File: config.mk
export PLATFORM = sky130hd
export DESIGN_NAME = tx4b5b_encoder
export DESIGN_NICKNAME = d
export VERILOG_FILES = /design/src/rtl/tx4b5b_pkg.sv /design/src/rtl/tx4b5b_nibble_map.sv /design/src/rtl/tx4b5b_frame_ctl.sv /design/src/rtl/tx4b5b_symbol_reg.sv /design/src/rtl/tx4b5b_encoder.sv
export SDC_FILE = /design/constraint.sdc
export NUM_CORES = 1
export LEC_CHECK = 0
export BUFFER_PORTS_ARGS = -buffer_cell sky130_fd_sc_hd__buf_2
export CORE_AREA = 5 5 42 44
export DETAILED_ROUTE_END_ITERATION = 7
export DIE_AREA = 0 0 47 49
export PLACE_DENSITY = 0.67
export SYNTH_ARGS = -nofsm -noshare
export SYNTH_HDL_FRONTEND = slang
export SYNTH_SLANG_ARGS = --single-unit
File: constraint.sdc
create_clock -name clk_i -period 1.4 [get_ports clk_i]
set_input_delay 0.28 -clock clk_i [delete_from_list [all_inputs] [get_ports clk_i]]
set_output_delay 0.28 -clock clk_i [all_outputs]
set_load 0.02 [all_outputs]
File: src/rtl/tx4b5b_pkg.sv
package tx4b5b_pkg;
  localparam int NIB_W = 4;
  localparam int SYM_W = NIB_W + 1;

  localparam logic [SYM_W-1:0] SYM_IDLE  = 5'b11111;
  localparam logic [SYM_W-1:0] SYM_SSD1  = 5'b11000;
  localparam logic [SYM_W-1:0] SYM_SSD2  = 5'b10001;
  localparam logic [SYM_W-1:0] SYM_ESD1  = 5'b01101;
  localparam logic [SYM_W-1:0] SYM_ESD2  = 5'b00111;
  localparam logic [SYM_W-1:0] SYM_ERROR = 5'b00100;

  // framing phase: what has just been sent
  typedef enum logic [2:0] {
    PH_IDLE,
    PH_SSD1,
    PH_DATA,
    PH_ESD1,
    PH_ESD2
  } phase_t;

  // which symbol the output register loads
  typedef enum logic [2:0] {
    SEL_IDLE,
    SEL_SSD1,
    SEL_SSD2,
    SEL_DATA,
    SEL_ERROR,
    SEL_ESD1,
    SEL_ESD2,
    SEL_RAW
  } sel_t;
endpackage

File: src/rtl/tx4b5b_nibble_map.sv
module tx4b5b_nibble_map
  import tx4b5b_pkg::*;
(
  input  logic [NIB_W-1:0] nib_i,
  output logic [SYM_W-1:0] sym_o
);
  always_comb begin
    unique case (nib_i)
      4'h0: sym_o = 5'b11110;
      4'h1: sym_o = 5'b01001;
      4'h2: sym_o = 5'b10100;
      4'h3: sym_o = 5'b10101;
      4'h4: sym_o = 5'b01010;
      4'h5: sym_o = 5'b01011;
      4'h6: sym_o = 5'b01110;
      4'h7: sym_o = 5'b01111;
      4'h8: sym_o = 5'b10010;
      4'h9: sym_o = 5'b10011;
      4'hA: sym_o = 5'b10110;
      4'hB: sym_o = 5'b10111;
      4'hC: sym_o = 5'b11010;
      4'hD: sym_o = 5'b11011;
      4'hE: sym_o = 5'b11100;
      default: sym_o = 5'b11101;
    endcase
  end
endmodule

File: src/rtl/tx4b5b_frame_ctl.sv
module tx4b5b_frame_ctl
  import tx4b5b_pkg::*;
(
  input  logic clk_i,
  input  logic rst_i,
  input  logic tx_en_i,
  input  logic tx_er_i,
  input  logic bypass_i,
  output sel_t sel_o
);
  phase_t ph_q, ph_d;

  always_comb begin
    sel_o = SEL_IDLE;
    ph_d  = PH_IDLE;
    if (bypass_i) begin
      sel_o = SEL_RAW;
      ph_d  = PH_IDLE;
    end else begin
      unique case (ph_q)
        PH_IDLE: begin
          if (tx_en_i) begin
            sel_o = SEL_SSD1;
            ph_d  = PH_SSD1;
          end
        end
        PH_SSD1: begin
          if (tx_en_i) begin
            sel_o = SEL_SSD2;
            ph_d  = PH_DATA;
          end else begin
            sel_o = SEL_ESD1;
            ph_d  = PH_ESD1;
          end
        end
        PH_DATA: begin
          if (tx_en_i) begin
            sel_o = tx_er_i ? SEL_ERROR : SEL_DATA;
            ph_d  = PH_DATA;
          end else begin
            sel_o = SEL_ESD1;
            ph_d  = PH_ESD1;
          end
        end
        PH_ESD1: begin
          sel_o = SEL_ESD2;
          ph_d  = PH_ESD2;
        end
        default: begin
          sel_o = SEL_IDLE;
          ph_d  = PH_IDLE;
        end
      endcase
    end
  end

  always_ff @(posedge clk_i) begin
    if (rst_i) ph_q <= PH_IDLE;
    else       ph_q <= ph_d;
  end
endmodule

File: src/rtl/tx4b5b_symbol_reg.sv
module tx4b5b_symbol_reg
  import tx4b5b_pkg::*;
(
  input  logic             clk_i,
  input  logic             rst_i,
  input  sel_t             sel_i,
  input  logic [SYM_W-1:0] data_sym_i,
  input  logic [SYM_W-1:0] raw_sym_i,
  output logic [SYM_W-1:0] code_o
);
  logic [SYM_W-1:0] nxt;

  always_comb begin
    unique case (sel_i)
      SEL_SSD1:  nxt = SYM_SSD1;
      SEL_SSD2:  nxt = SYM_SSD2;
      SEL_DATA:  nxt = data_sym_i;
      SEL_ERROR: nxt = SYM_ERROR;
      SEL_ESD1:  nxt = SYM_ESD1;
      SEL_ESD2:  nxt = SYM_ESD2;
      SEL_RAW:   nxt = raw_sym_i;
      default:   nxt = SYM_IDLE;
    endcase
  end

  always_ff @(posedge clk_i) begin
    if (rst_i) code_o <= SYM_IDLE;
    else       code_o <= nxt;
  end
endmodule

File: src/rtl/tx4b5b_encoder.sv
module tx4b5b_encoder
  import tx4b5b_pkg::*;
(
  input  logic             clk_i,
  input  logic             rst_i,
  input  logic             tx_en_i,
  input  logic             tx_er_i,
  input  logic [NIB_W-1:0] txd_i,
  input  logic             bypass_i,
  output logic [SYM_W-1:0] code_o
);
  sel_t             sel;
  logic [SYM_W-1:0] data_sym;
  logic [SYM_W-1:0] raw_sym;

  assign raw_sym = {tx_er_i, txd_i};

  tx4b5b_nibble_map u_map (
    .nib_i (txd_i),
    .sym_o (data_sym)
  );

  tx4b5b_frame_ctl u_ctl (
    .clk_i    (clk_i),
    .rst_i    (rst_i),
    .tx_en_i  (tx_en_i),
    .tx_er_i  (tx_er_i),
    .bypass_i (bypass_i),
    .sel_o    (sel)
  );

  tx4b5b_symbol_reg u_out (
    .clk_i      (clk_i),
    .rst_i      (rst_i),
    .sel_i      (sel),
    .data_sym_i (data_sym),
    .raw_sym_i  (raw_sym),
    .code_o     (code_o)
  );
endmodule

# Yosys cells after proc, flatten, opt, wreduce, memory -nomap -nowiden
# Memories as Yosys holds them, arrays and structs flattened.
# Index checks and enable logic that the tools add are counted.
# word_totals
ff_bits	8
mem_bits_ro	80
output_inout_bits	5
elab_cells	25
memories	1
# mem_list
name	depth	word_bits	read_ports	rd_ports_with_merged_regs	wr	line_no	rtl
(name not given)	16	5	1	0	0	tx4b5b_nibble_map.sv:8	unique case (nib_i)
# op_classes
eq_ne	10
muxes	9
n_reduce_logical	3
# ops
cell	n
one-hot mux 5 bit (7 select lines)	1
== test 3 x 2 -> 1 bit, second input constant	4
== test 3 bit, second input constant	4
two-way mux 3 bit	4
one-hot mux 3 bit (4 select lines)	1
one-hot mux 3 bit (3 select lines)	1
== test 3 x 1 -> 1 bit, second input constant	2
OR reduction 2 bit	2
zero test 3 bit	1
two-way mux 1 bit	2

# Logic depth before layout (Yosys ltp)
# depth
ltp_word	6
ltp_mapped	5

# Modules after synthesis
# A second synthesis with hierarchy kept.
# hier_totals
hier_cells	67
hier_area_um2	531.8
# modules_own_cells
mod	n_inst	cells_each	area_per_inst_um2
tx4b5b_symbol_reg	1	32	269.0
tx4b5b_frame_ctl	1	26	197.7
tx4b5b_nibble_map	1	9	65.1

# Least setup slack after synthesis
# Ideal clock, no wire load.
# synth_timing
path_kind	input port to flip-flop
startpoint	input tx_en_i
endpoint	register u_out.code_o[1]
setup_time_ns	0.122
t_arrival_ns	1.279
path_slack_ns	-0.001
stages	4
n_path_buf	1
path_cell_list	buf_6 or4b_4 o311a_1 a311o_1
# synth_via
elab_chain_len	5
word_cells_on_any_way	13
# synth_lines
item	line_no	rtl
from (decl)	tx4b5b_encoder.sv:6	input logic tx_en_i,
two-way mux 3 bit, or another cell as far along	tx4b5b_frame_ctl.sv:37	if (tx_en_i) begin
one-hot mux 3 bit (4 select lines) *	tx4b5b_frame_ctl.sv:20	unique case (ph_q)
two-way mux 3 bit *	tx4b5b_frame_ctl.sv:16	if (bypass_i) begin
== test 3 bit, or another cell as far along	tx4b5b_symbol_reg.sv:14	unique case (sel_i)
one-hot mux 5 bit (7 select lines) *	tx4b5b_symbol_reg.sv:14	
to (signal assigned)	tx4b5b_symbol_reg.sv:28	else code_o <= nxt;
to (decl)	tx4b5b_symbol_reg.sv:9	output logic [SYM_W-1:0] code_o
# Every way passes the cells marked *; elsewhere a longest branch is shown, timed or not.
# A chain may end at the register's enable or synchronous reset.

# Final worst setup path
# layout_timing
startpoint	register u_ctl.ph_q[0]
endpoint	register u_out.code_o[2]
# layout_via
elab_chain_len	5
word_cells_on_any_way	14
# layout_lines
item	line_no	rtl
from (decl)	tx4b5b_frame_ctl.sv:11	phase_t ph_q, ph_d;
from (signal assigned)	tx4b5b_frame_ctl.sv:59	else ph_q <= ph_d;
== test 3 x 2 -> 1 bit, or another cell as far along	tx4b5b_frame_ctl.sv:20	
one-hot mux 3 bit (4 select lines) *	tx4b5b_frame_ctl.sv:20	
two-way mux 3 bit *	tx4b5b_frame_ctl.sv:16	
== test 3 bit, or another cell as far along	tx4b5b_symbol_reg.sv:14	
one-hot mux 5 bit (7 select lines) *	tx4b5b_symbol_reg.sv:14	
# Marked as above.

==> metrics.csv <==
stage,metric,value,unit
outcome,status,"complete, no violations",
timing,hold_violations,0,
hold_path,hold_path_class,primary input to flop,
drt,postRouteAntennaNets,0,
die,die_y,49,um
critical_path,crit_path_end_kind,flop,
placement,portBuffers,13,
placement,dp.cells,103,
die,num_rows,14,
yosys,synth_nets,76,
critical_path,required,1.54,ns
critical_path,rr_worst_depth,4,
global_route,grt_pass1_wl,2000,um
critical_path,crit_family,simple AND/OR/NAND/NOR gates,
critical_path,critPathSlowestCell,or4b_4,
timing,rsz0062_at_grt,false,
pwr,power.leakage,0.000320,uW
cts,clock_latency,0.26,ns
global_route,grt_max_degree,11,
cts,clockBufferDepth,2,
cts,cts_hold_buf,0,
final_layout,post-route-util,0.525,
critical_path,critPathBufInv,0,
critical_path,cp.arrival,1.51,ns
yosys,synth_area,548,sq um
yosys,yosysTopAreaCell,dfxtp_1,
yosys,synth-edff-count,0,
critical_path,path_depth,4,
final_layout,antenna_cells,0,
timing,timing.final.ws_setup,0.0300,ns
yosys,synth_cell_type_count,29,
placement,dp_hpwl,1030,um
timing,tightest_slew,0.260,ns
critical_path,rrSetupSlack,0.03,ns
timing,post-route-min-period,1.37,ns
timing,relSlewSlack,0.826,
cts,root_buffer,clkbuf_4,
drt,vias_per_cell,5.36,
drt,drtIter0Drc,26,
pwr,cellPowerDensity,817,mW/mm^2
placement,globalplace.congestion,0.833,
global_route,grt_pass1_vias,483,
timing,clock.fmax,0.730,GHz
die,die_w,47,um
drt,via_count,584,
timing,setup_viol,0,
final_layout,fin_nets,104,
critical_path,slowest_delay,0.50,ns
final_layout,final_layout_size_suffix_gt1_frac,0.441,
yosys,synth_area_leaders,"dfxtp_1 (29%), nor2_1 (7.5%), a21oi_1 (6.4%), buf_6 (6.2%), a211o_1 (3.2%)",
yosys,ys_ff_latch,8,
drt,drc_errors,0,
critical_path,cp_max_fo,3,
die,initial_core_util,0.391,
timing,fin_crit_sh,0.979,
final_layout,stdcell_count,109,
global_route,overflow,0,
critical_path,start_kind,flop,
placement,dp_slack,-0.106,ns
final_layout,syn2layout_area_growth,34.2,%
cts,cts_tree,built,
critical_path,cp_cell_sequence,or4b_4 > o311ai_4 > o21ai_2 > a211o_1,
timing,finalMaxSlewViolations,0,
die,core-area,0.00140,sq mm
yosys,yosys-top-cells-count,"nor2_1 (11), dfxtp_1 (8), a21oi_1 (7)",
drt,routedWlPerCell,12.1,um
yosys,yosysMostFrequentCell,nor2_1,
die,ioPinCount,14,
cts,cts_max_level,1,
yosys,synth_top_area_frac,0.292,
yosys,async_flop_share,0,
die,dieArea,0.00230,sq mm
timing,fin_skew,0.0101,ns
cts,path_clk_slew,0.06,ns
pwr,ir_drop,0.000565,V
yosys,yosys_warnings,0,
drt,first_pass_iters,4,
global_route,antenna_found_initial,0,
yosys,yosysSeqAreaShare,0.292,
yosys,synth_top_flop_cell,dfxtp_1,
yosys,avgSynthCellArea,8.18,sq um
drt,wirelength,1320,um
cts,numCtsBuffers,3,
cts,cts_sinks,8,
yosys,syn_inst,67,
global_route,grtUsageTotal,0.121,
critical_path,crit_type,flop to flop,
job,drv_cap,0,
hold_path,timing.hold.worst_path_depth,2,
==> path summary, 6_finish.rpt <==
kind                               startpoint               to
worst min-delay path                 txd_i[0]  u_out.code_o[0]
worst min register to register  u_ctl.ph_q[1]    u_ctl.ph_q[0]
worst max register to register  u_ctl.ph_q[0]  u_out.code_o[2]
worst max-delay path            u_ctl.ph_q[0]  u_out.code_o[2]
==> cells by family after synthesis <==
logic type	after synthesis	synth area share
and+or+nand+nor	28	0.281
buffers and inverters	7	0.107
xor gates and xnor gates	2	0.0320
DFF	8	0.292
AOI/OAI and AO/OA	22	0.288
==> placed cells by master, fill, tap and decap left out <==
| cell | instances |
|---|---|
| buf_2 | 13 |
| buf_4 | 13 |
| nor2_1 | 11 |
| a21oi_1 | 7 |
| dfxtp_1 | 6 |
| nand2_1 | 3 |
| nor3_1 | 3 |
| inv_1 | 3 |
| clkbuf_4 | 3 |
| xnor2_1 | 2 |
| a31oi_1 | 2 |
| nand3_1 | 2 |
| nand2b_1 | 2 |
| o21ai_0 | 2 |
| o21ai_2 | 2 |
| a211o_1 | 2 |
| dfxtp_2 | 2 |
| or3_1 | 1 |
| and2b_2 | 1 |
| or4b_4 | 1 |
| or2b_2 | 1 |
| o311ai_4 | 1 |
| o21ai_1 | 1 |
| nand3b_1 | 1 |
| or2_4 | 1 |
| a21o_2 | 1 |
| a32oi_1 | 1 |
| and4bb_2 | 1 |
| o311a_1 | 1 |
| a41o_1 | 1 |
| a311o_1 | 1 |
| buf_6 | 1 |
==> state kept, by name, summed over array words and instances, names as in the netlist <==
name / flops
u_out.code_o: 5
u_ctl.ph_q: 3
==> report_power, final <==
| group | internal [uW] | switching [uW] | leakage [uW] |
|---|---|---|---|
| clock network | 98.1 | 78.6 | 0.0000138 |
| registers | 243 | 6.40 | 0.0000670 |
| logic | 87.1 | 87.8 | 0.000239 |
| total | 428 | 173 | 0.000320 |
==> routing by layer <==
layer | global-route usage | wire [um] | vias up
met4 | 0.0276 | 17 | 0
li1 | - | - | 296
met1 | 0.143 | 571 | 263
met2 | 0.188 | 616 | 21
met5 | 0 | 0 | -
met3 | 0.0664 | 110 | 4
==> final cells by class <==
type | instances | area [sq um]
Sequential cell | 8 | 163
Timing Repair Buffer | 27 | 174
Inverter | 3 | 11.3
Tap cell | 16 | 20.0
Multi-Input combinational cell | 52 | 345
Clock buffer | 3 | 22.5
Fill cell | 131 | 666
==> metrics by stage <==
| stage | hold slack (ns) | setup TNS [ns] | power (uW) | area, sq um |
|---|---|---|---|---|
| after detailed placement | 0.543 | -0.246 | 411 | 668 |
| after global placement | 0.540 | -0.184 | 408 | 668 |
| final | 0.280 | 0 | 601 | 736 |
| after floorplan | 0.374 | 0 | 352 | 548 |
| after global routing | 0.281 | 0 | 641 | 736 |
| after CTS | 0.275 | 0 | 606 | 728 |
==> worst reg2reg max path, delay by kind of cell (launching register included) <==
kind | cells | cell delay [ns]
compound gates | 3 | 0.44
flops | 1 | 0.33
simple gates | 1 | 0.50
==> timing repair <==
| item | 4_1_cts | 5_1_grt |
|---|---|---|
| endpoints found under the setup margin | 3 | 5 |
| gates resized for setup | 4 | 3 |
| pin swaps | 3 | 2 |
| buffers inserted | 3 | 0 |
Power figures use the tool's default switching activity.
